## src/rtl/dbell_pkg.sv

```systemverilog
package dbell_pkg;

    localparam int DATA_W = 32;
    localparam int ADDR_W = 8;
    localparam int PEER_W = 16;
    localparam int VEC_W  = 8;

    // word indices (address bits 7:2)
    localparam logic [5:0] W_MASK = 6'd0;
    localparam logic [5:0] W_STAT = 6'd1;
    localparam logic [5:0] W_SELF = 6'd2;
    localparam logic [5:0] W_RING = 6'd3;

    typedef struct packed {
        logic [PEER_W-1:0] peer;
        logic [VEC_W-1:0]  vec;
    } ring_t;

    typedef struct packed {
        logic [DATA_W-1:0] mask;
        logic [DATA_W-1:0] stat;
        logic [DATA_W-1:0] rdata;
        logic              ntf_valid;
        ring_t             ntf;
    } regs_t;

endpackage

```

## src/rtl/dbell_peer_tbl.sv

```systemverilog
module dbell_peer_tbl
    import dbell_pkg::*;
#(
    parameter int DEPTH = 16,
    localparam int IDX_W = (DEPTH > 1) ? $clog2(DEPTH) : 1
) (
    input  logic              clk,
    input  logic              rst_n,
    input  logic              cfg_tbl_we,
    input  logic [IDX_W-1:0]  cfg_tbl_idx,
    input  logic [VEC_W-1:0]  cfg_tbl_vcnt,
    input  logic              cfg_npeer_we,
    input  logic [PEER_W-1:0] cfg_npeer,
    input  logic [PEER_W-1:0] lkp_peer,
    output logic [VEC_W-1:0]  lkp_vcnt,
    output logic [PEER_W-1:0] npeer_q
);

    localparam logic [PEER_W-1:0] DEPTH_P = PEER_W'(DEPTH);

    logic [VEC_W-1:0]  ent [DEPTH];
    logic [PEER_W-1:0] npeer_d;

    for (genvar i = 0; i < DEPTH; i++) begin : g_ent
        logic [VEC_W-1:0] vc_d, vc_q;

        always_comb begin
            vc_d = vc_q;
            if (cfg_tbl_we && cfg_tbl_idx == IDX_W'(i)) begin
                vc_d = cfg_tbl_vcnt;
            end
        end

        always_ff @(posedge clk or negedge rst_n) begin
            if (!rst_n) vc_q <= '0;
            else        vc_q <= vc_d;
        end

        assign ent[i] = vc_q;
    end

    always_comb begin
        npeer_d = cfg_npeer_we ? cfg_npeer : npeer_q;
    end

    always_ff @(posedge clk or negedge rst_n) begin
        if (!rst_n) npeer_q <= '0;
        else        npeer_q <= npeer_d;
    end

    // peers outside the table have no vectors
    always_comb begin
        lkp_vcnt = '0;
        if (lkp_peer < DEPTH_P) begin
            lkp_vcnt = ent[lkp_peer[IDX_W-1:0]];
        end
    end

endmodule

```

## src/rtl/dbell_ring_chk.sv

```systemverilog
module dbell_ring_chk
    import dbell_pkg::*;
(
    input  logic [DATA_W-1:0] wdata,
    input  logic [PEER_W-1:0] npeer,
    input  logic [VEC_W-1:0]  vcnt,
    output logic [PEER_W-1:0] peer,
    output ring_t             ring,
    output logic              ok
);

    logic unused_mid;

    assign peer       = wdata[31:16];
    assign unused_mid = ^wdata[15:8];

    always_comb begin
        ring.peer = wdata[31:16];
        ring.vec  = wdata[7:0];
        ok        = (ring.peer < npeer) && (ring.vec < vcnt);
    end

endmodule

```

## src/rtl/dbell_regblk.sv

```systemverilog
module dbell_regblk
    import dbell_pkg::*;
#(
    parameter int DEPTH = 16,
    localparam int IDX_W = (DEPTH > 1) ? $clog2(DEPTH) : 1
) (
    input  logic              clk,
    input  logic              rst_n,
    input  logic              wr_en,
    input  logic              rd_en,
    input  logic [ADDR_W-1:0] addr,
    input  logic [DATA_W-1:0] wdata,
    output logic [DATA_W-1:0] rdata,
    input  logic [PEER_W-1:0] self_id,
    input  logic              msi_en,
    input  logic              evt_in,
    input  logic              cfg_tbl_we,
    input  logic [IDX_W-1:0]  cfg_tbl_idx,
    input  logic [VEC_W-1:0]  cfg_tbl_vcnt,
    input  logic              cfg_npeer_we,
    input  logic [PEER_W-1:0] cfg_npeer,
    output logic              ntf_valid,
    output logic [PEER_W-1:0] ntf_peer,
    output logic [VEC_W-1:0]  ntf_vec
);

    regs_t             q, d;
    logic [PEER_W-1:0] lkp_peer;
    logic [VEC_W-1:0]  lkp_vcnt;
    logic [PEER_W-1:0] npeer_cur;
    ring_t             ring;
    logic              ring_ok;
    logic [5:0]        wr_word;
    logic [5:0]        rd_word;
    logic              rd_aligned;
    logic [DATA_W-1:0] mask_cur;
    logic [DATA_W-1:0] stat_cur;

    dbell_peer_tbl #(.DEPTH(DEPTH)) u_tbl (
        .clk          (clk),
        .rst_n        (rst_n),
        .cfg_tbl_we   (cfg_tbl_we),
        .cfg_tbl_idx  (cfg_tbl_idx),
        .cfg_tbl_vcnt (cfg_tbl_vcnt),
        .cfg_npeer_we (cfg_npeer_we),
        .cfg_npeer    (cfg_npeer),
        .lkp_peer     (lkp_peer),
        .lkp_vcnt     (lkp_vcnt),
        .npeer_q      (npeer_cur)
    );

    dbell_ring_chk u_chk (
        .wdata (wdata),
        .npeer (npeer_cur),
        .vcnt  (lkp_vcnt),
        .peer  (lkp_peer),
        .ring  (ring),
        .ok    (ring_ok)
    );

    assign wr_word    = addr[7:2];
    assign rd_word    = addr[7:2];
    assign rd_aligned = (addr[1:0] == 2'b00);

    always_comb begin
        d           = q;
        d.ntf_valid = 1'b0;

        // read path: result registered, status cleared by its read
        if (rd_en) begin
            d.rdata = '0;
            if (rd_aligned) begin
                unique case (rd_word)
                    W_MASK: d.rdata = q.mask;
                    W_STAT: begin
                        d.rdata = q.stat;
                        d.stat  = '0;
                    end
                    W_SELF: d.rdata = {{(DATA_W-PEER_W){1'b0}}, self_id};
                    default: d.rdata = '0;
                endcase
            end
        end

        // incoming event outranks read-clear
        if (evt_in && !msi_en) begin
            d.stat = 32'd1;
        end

        // bus writes outrank everything
        if (wr_en) begin
            unique case (wr_word)
                W_MASK: d.mask = wdata;
                W_STAT: d.stat = wdata;
                W_RING: begin
                    if (ring_ok) begin
                        d.ntf_valid = 1'b1;
                        d.ntf       = ring;
                    end
                end
                default: ;
            endcase
        end
    end

    always_ff @(posedge clk or negedge rst_n) begin
        if (!rst_n) q <= '0;
        else        q <= d;
    end

    assign rdata     = q.rdata;
    assign ntf_valid = q.ntf_valid;
    assign ntf_peer  = q.ntf.peer;
    assign ntf_vec   = q.ntf.vec;
    assign mask_cur  = q.mask;
    assign stat_cur  = q.stat;

endmodule


```

## config.mk

```make
export PLATFORM = sky130hd
export DESIGN_NAME = dbell_regblk
export DESIGN_NICKNAME = d
export VERILOG_FILES = /design/src/rtl/dbell_pkg.sv /design/src/rtl/dbell_peer_tbl.sv /design/src/rtl/dbell_ring_chk.sv /design/src/rtl/dbell_regblk.sv
export SDC_FILE = /design/constraint.sdc
export NUM_CORES = 1
export LEC_CHECK = 0
export CAP_MARGIN = 30
export CORE_MARGIN = 8
export CORE_UTILIZATION = 66
export CTS_CLUSTER_SIZE = 28
export DETAILED_ROUTE_END_ITERATION = 7
export DONT_BUFFER_PORTS = 1
export MAX_ROUTING_LAYER = met4
export PLACE_DENSITY = 0.88
export SETUP_SLACK_MARGIN = 0.15
export SLEW_MARGIN = 25
export SYNTH_ARGS = -nofsm -noshare
export SYNTH_HDL_FRONTEND = slang
export SYNTH_SLANG_ARGS = --single-unit
```

## constraint.sdc

```tcl
create_clock -name clk -period 5.68 [get_ports clk]
set_input_delay 0.568 -clock clk [delete_from_list [all_inputs] [get_ports clk]]
set_output_delay 0.568 -clock clk [all_outputs]
set_load 0.02 [all_outputs]
```

==> impl_metrics.csv <==
group,metric,value,unit
yosys,synthesis.area,12000,µm²
drt,first_iter_violations,506,
timing,finalCritPeriodShare,69.7,%
setup_path,setup.worst_path.end_class,"register",
power,totalPowerFinal,4.53,mW
global_route,track_usage,25.4,%
clock_tree,cts_made_buffers,27,
setup_path,cp_cell_sequence,"mux4_2 -> mux4_2 -> nand2_1 -> ha_1 -> a2111oi_0 -> nand3_1 -> o22ai_1 -> o21ba_2 -> mux2_2",
power,irDropWorstVdd,0.000306,V
power,power_frac_comb,11.3,%
timing,slew_headroom,34.3,%
clock_tree,clk_latency,0.53,ns
power,intPower,3.52,mW
yosys,ys_ff_latch,265,
setup_path,crit_arrival,4.36,ns
timing,fin_worst_skew,0.0148,ns
layout,nets,968,
yosys,avgSynthCellArea,13.7,µm²
setup_path,critical-path-top-delay-family,"compound AO/OA/AOI/OAI gates",
status,failed_checks,"negative hold slack",
yosys,yosysUniqueCellTypes,41,
clock_tree,root_buffer,"clkbuf_16",
drt,drc,0,
placed_design,dp.cells,1052,
die,die_w,151,µm
timing,fin_setup_tns,0,ns
global_route,overflow,0,
setup_path,max_stage_delay,0.80,ns
drt,drt-vias-per-instance,6.62,
layout,syn_to_final_growth,8.04,%
timing,max_slew.worst_pin.slew,0.982,ns
placed_design,gp_congestion,0.823,
clock_tree,post_cts_buffers,0,
die,coreArea,17900,µm²
setup_path,start_kind,"register",
layout,drive_gt1_share,31.8,%
clock_tree,path_clk_slew,0.06,ns
yosys,yosys_warnings,0,
timing,slew_viol_final,0,
status,status,"finished, violations left",
timing,setup_violations,0,
layout,diodes,0,
power,p_clk_share,37.9,%
global_route,grt_max_degree,266,
setup_path,r2r_start,"u_tbl.g_ent[7].vc_q[3]",
setup_path,r2r-end,"ntf_peer[15]",
run,drv_cap,0,
timing,min_period,3.96,ns
clock_tree,post_cts_resized,0,
power,power_frac_seq,50.9,%
placed_design,placement.io_buffers,0,
drt,vias,7280,
timing,rsz0062_at_grt,"false",
clock_tree,cts_tree,"done",
hold_path,hold_class,"primary input to asynchronous set/reset pin",
clock_tree,clk_path_buf_depth,3,
yosys,synth_edf_count,0,
timing,hold_violations,265,
die,chipHeight,151,µm
setup_path,cp.required,6.08,ns
setup_path,r2r_slack,1.72,ns
layout,fillers,1079,
placed_design,hpwl,17700,µm
global_route,grt_pass1_vias,7608,
global_route,antenna_found_initial,0,
power,swShare,22.3,%
die,ios,149,
global_route,grt_pass1_wl,43700,µm
drt,wl_per_cell,25.1,µm
drt,ant_nets,0,
setup_path,crit_type,"register to register",
yosys,ys_seq_area_share,55.4,%
timing,hold_ws,-0.248,ns
setup_path,critPathLaunch,"u_tbl.g_ent[7].vc_q[3]",
yosys,synthArstFlopShare,100,%
setup_path,crit_top_cell,"mux4_2",
drt,drt-pass1-iter-count,5,
clock_tree,cts_max_level,1,
yosys,syn_inst,873,
setup_path,critPathMaxFanout,24,
die,start_util,66.9,%
yosys,synthFlopType,"dfrtp_1",
drt,wl,27600,µm
timing,fmax,252,MHz
layout,instances_no_fill,1099,
setup_path,r2r_cells,9,
setup_path,crit_path_top_delay_cell,"o21ba_2",
yosys,syn_nets,987,
die,num_rows,49,
die,dieArea,22700,µm²
power,p_leak,5.74,nW
clock_tree,clock_sinks,265,
setup_path,cp_num_buf_inv,0,
power,switching_power,1.01,mW
power,powerDensity,350,nW/µm²
==> power groups by stage <==
stage               Combinational (mW)  Clock, mW  Sequential (mW)
finish                           0.510       1.72             2.30
global placement                 0.479          0             2.31
global route                     0.555       1.82             2.33
detailed placement               0.506          0             2.33
CTS                              0.512       1.74             2.30
floorplan                        0.460          0             2.28
==> Yosys cell counts (all sizes together) (4+ instances only) <==
cell type  number  area [µm²]
inv            49         184
clkbuf         39         146
nand3           4        20.0
ha             22         275
nand2          33         126
nand3b          4        30.0
o22ai          33         206
mux4           37         833
nor2           33         124
buf            15         113
o21ai          23         115
a22o           31         272
mux2i          19         190
a211oi          4        30.0
nor4            4        25.0
nand2b          5        31.3
a22oi          17         128
a21oi          20         100
mux2          185        2160
or3             4        25.0
dfrtp         265        6630
nor3b           5        47.5
==> cell usage in the layout (no fill, tap or decap), drive strengths merged, types with 5 or more instances in the layout <==
master    n
mux2    185
nor3b     5
mux2i    19
clkinv    5
o21ai    23
buf       6
clkbuf   36
dfrtp   265
a22oi    17
a22o     31
nand2b    5
inv      49
ha       22
mux4     37
nor2     33
a21oi    20
o22ai    33
nand2    33
==> area by class of cell <==
type / count / area [µm²] / share of cell area, %
multi-input combinational: 505 / 4930 / 38.1
sequential: 265 / 6630 / 51.3
clock buffer: 36 / 759 / 5.87
tap: 229 / 287 / 2.22
inverter: 49 / 184 / 1.42
timing repair buffer: 6 / 45.0 / 0.348
clock inverter: 9 / 100 / 0.774
==> registers in the layout, indices dropped and copies added (netlist names) <==
name,flops
ntf_peer,16
stat_cur,32
u_tbl.npeer_q,16
u_tbl.g_ent.vc_q,128
ntf_valid,1
rdata,32
mask_cur,32
ntf_vec,8
==> per-layer routing <==
layer,global-route usage [%],wire (µm),part of all wire (%)
met5,-,0,0
met4,8.02,765,2.8
met3,5.68,2340,8.5
met2,40.4,13700,50
met1,32.3,10800,39
==> how the worst max path moves through the flow <==
| stage | endpoint | cells after the start | slack (ns) |
|---|---|---|---|
| after floorplan | ntf_peer[0] | 13 | 1.64 |
| after global placement | ntf_peer[15] | 9 | 1.72 |
| after detailed placement | ntf_peer[15] | 9 | 1.55 |
| after CTS | ntf_peer[15] | 9 | 1.74 |
| after global routing | ntf_peer[15] | 9 | 1.52 |
| final | ntf_peer[15] | 9 | 1.72 |
==> metrics by stage <==
stage          utilization, %  instance area, µm²  setup WS (ns)
6_report                 72.2               12900           1.72
4_1_cts                  72.1               12900           1.74
5_1_grt                  72.2               12900           1.52
2_1_floorplan               -               12000           1.64
3_3_place_gp             67.3               12000           1.72
3_5_place_dp             67.3               12100           1.55
==> cells by family after synthesis <==
logic type | after synthesis | synth area share (%)
DFF | 265 | 55.4
muxes | 241 | 26.6
buffers and inverters | 103 | 3.70
AOI/OAI and AO/OA | 138 | 7.83
and+or+nand+nor | 104 | 4.20
adders and majority gates | 22 | 2.30
Power figures use the tool's default switching activity.
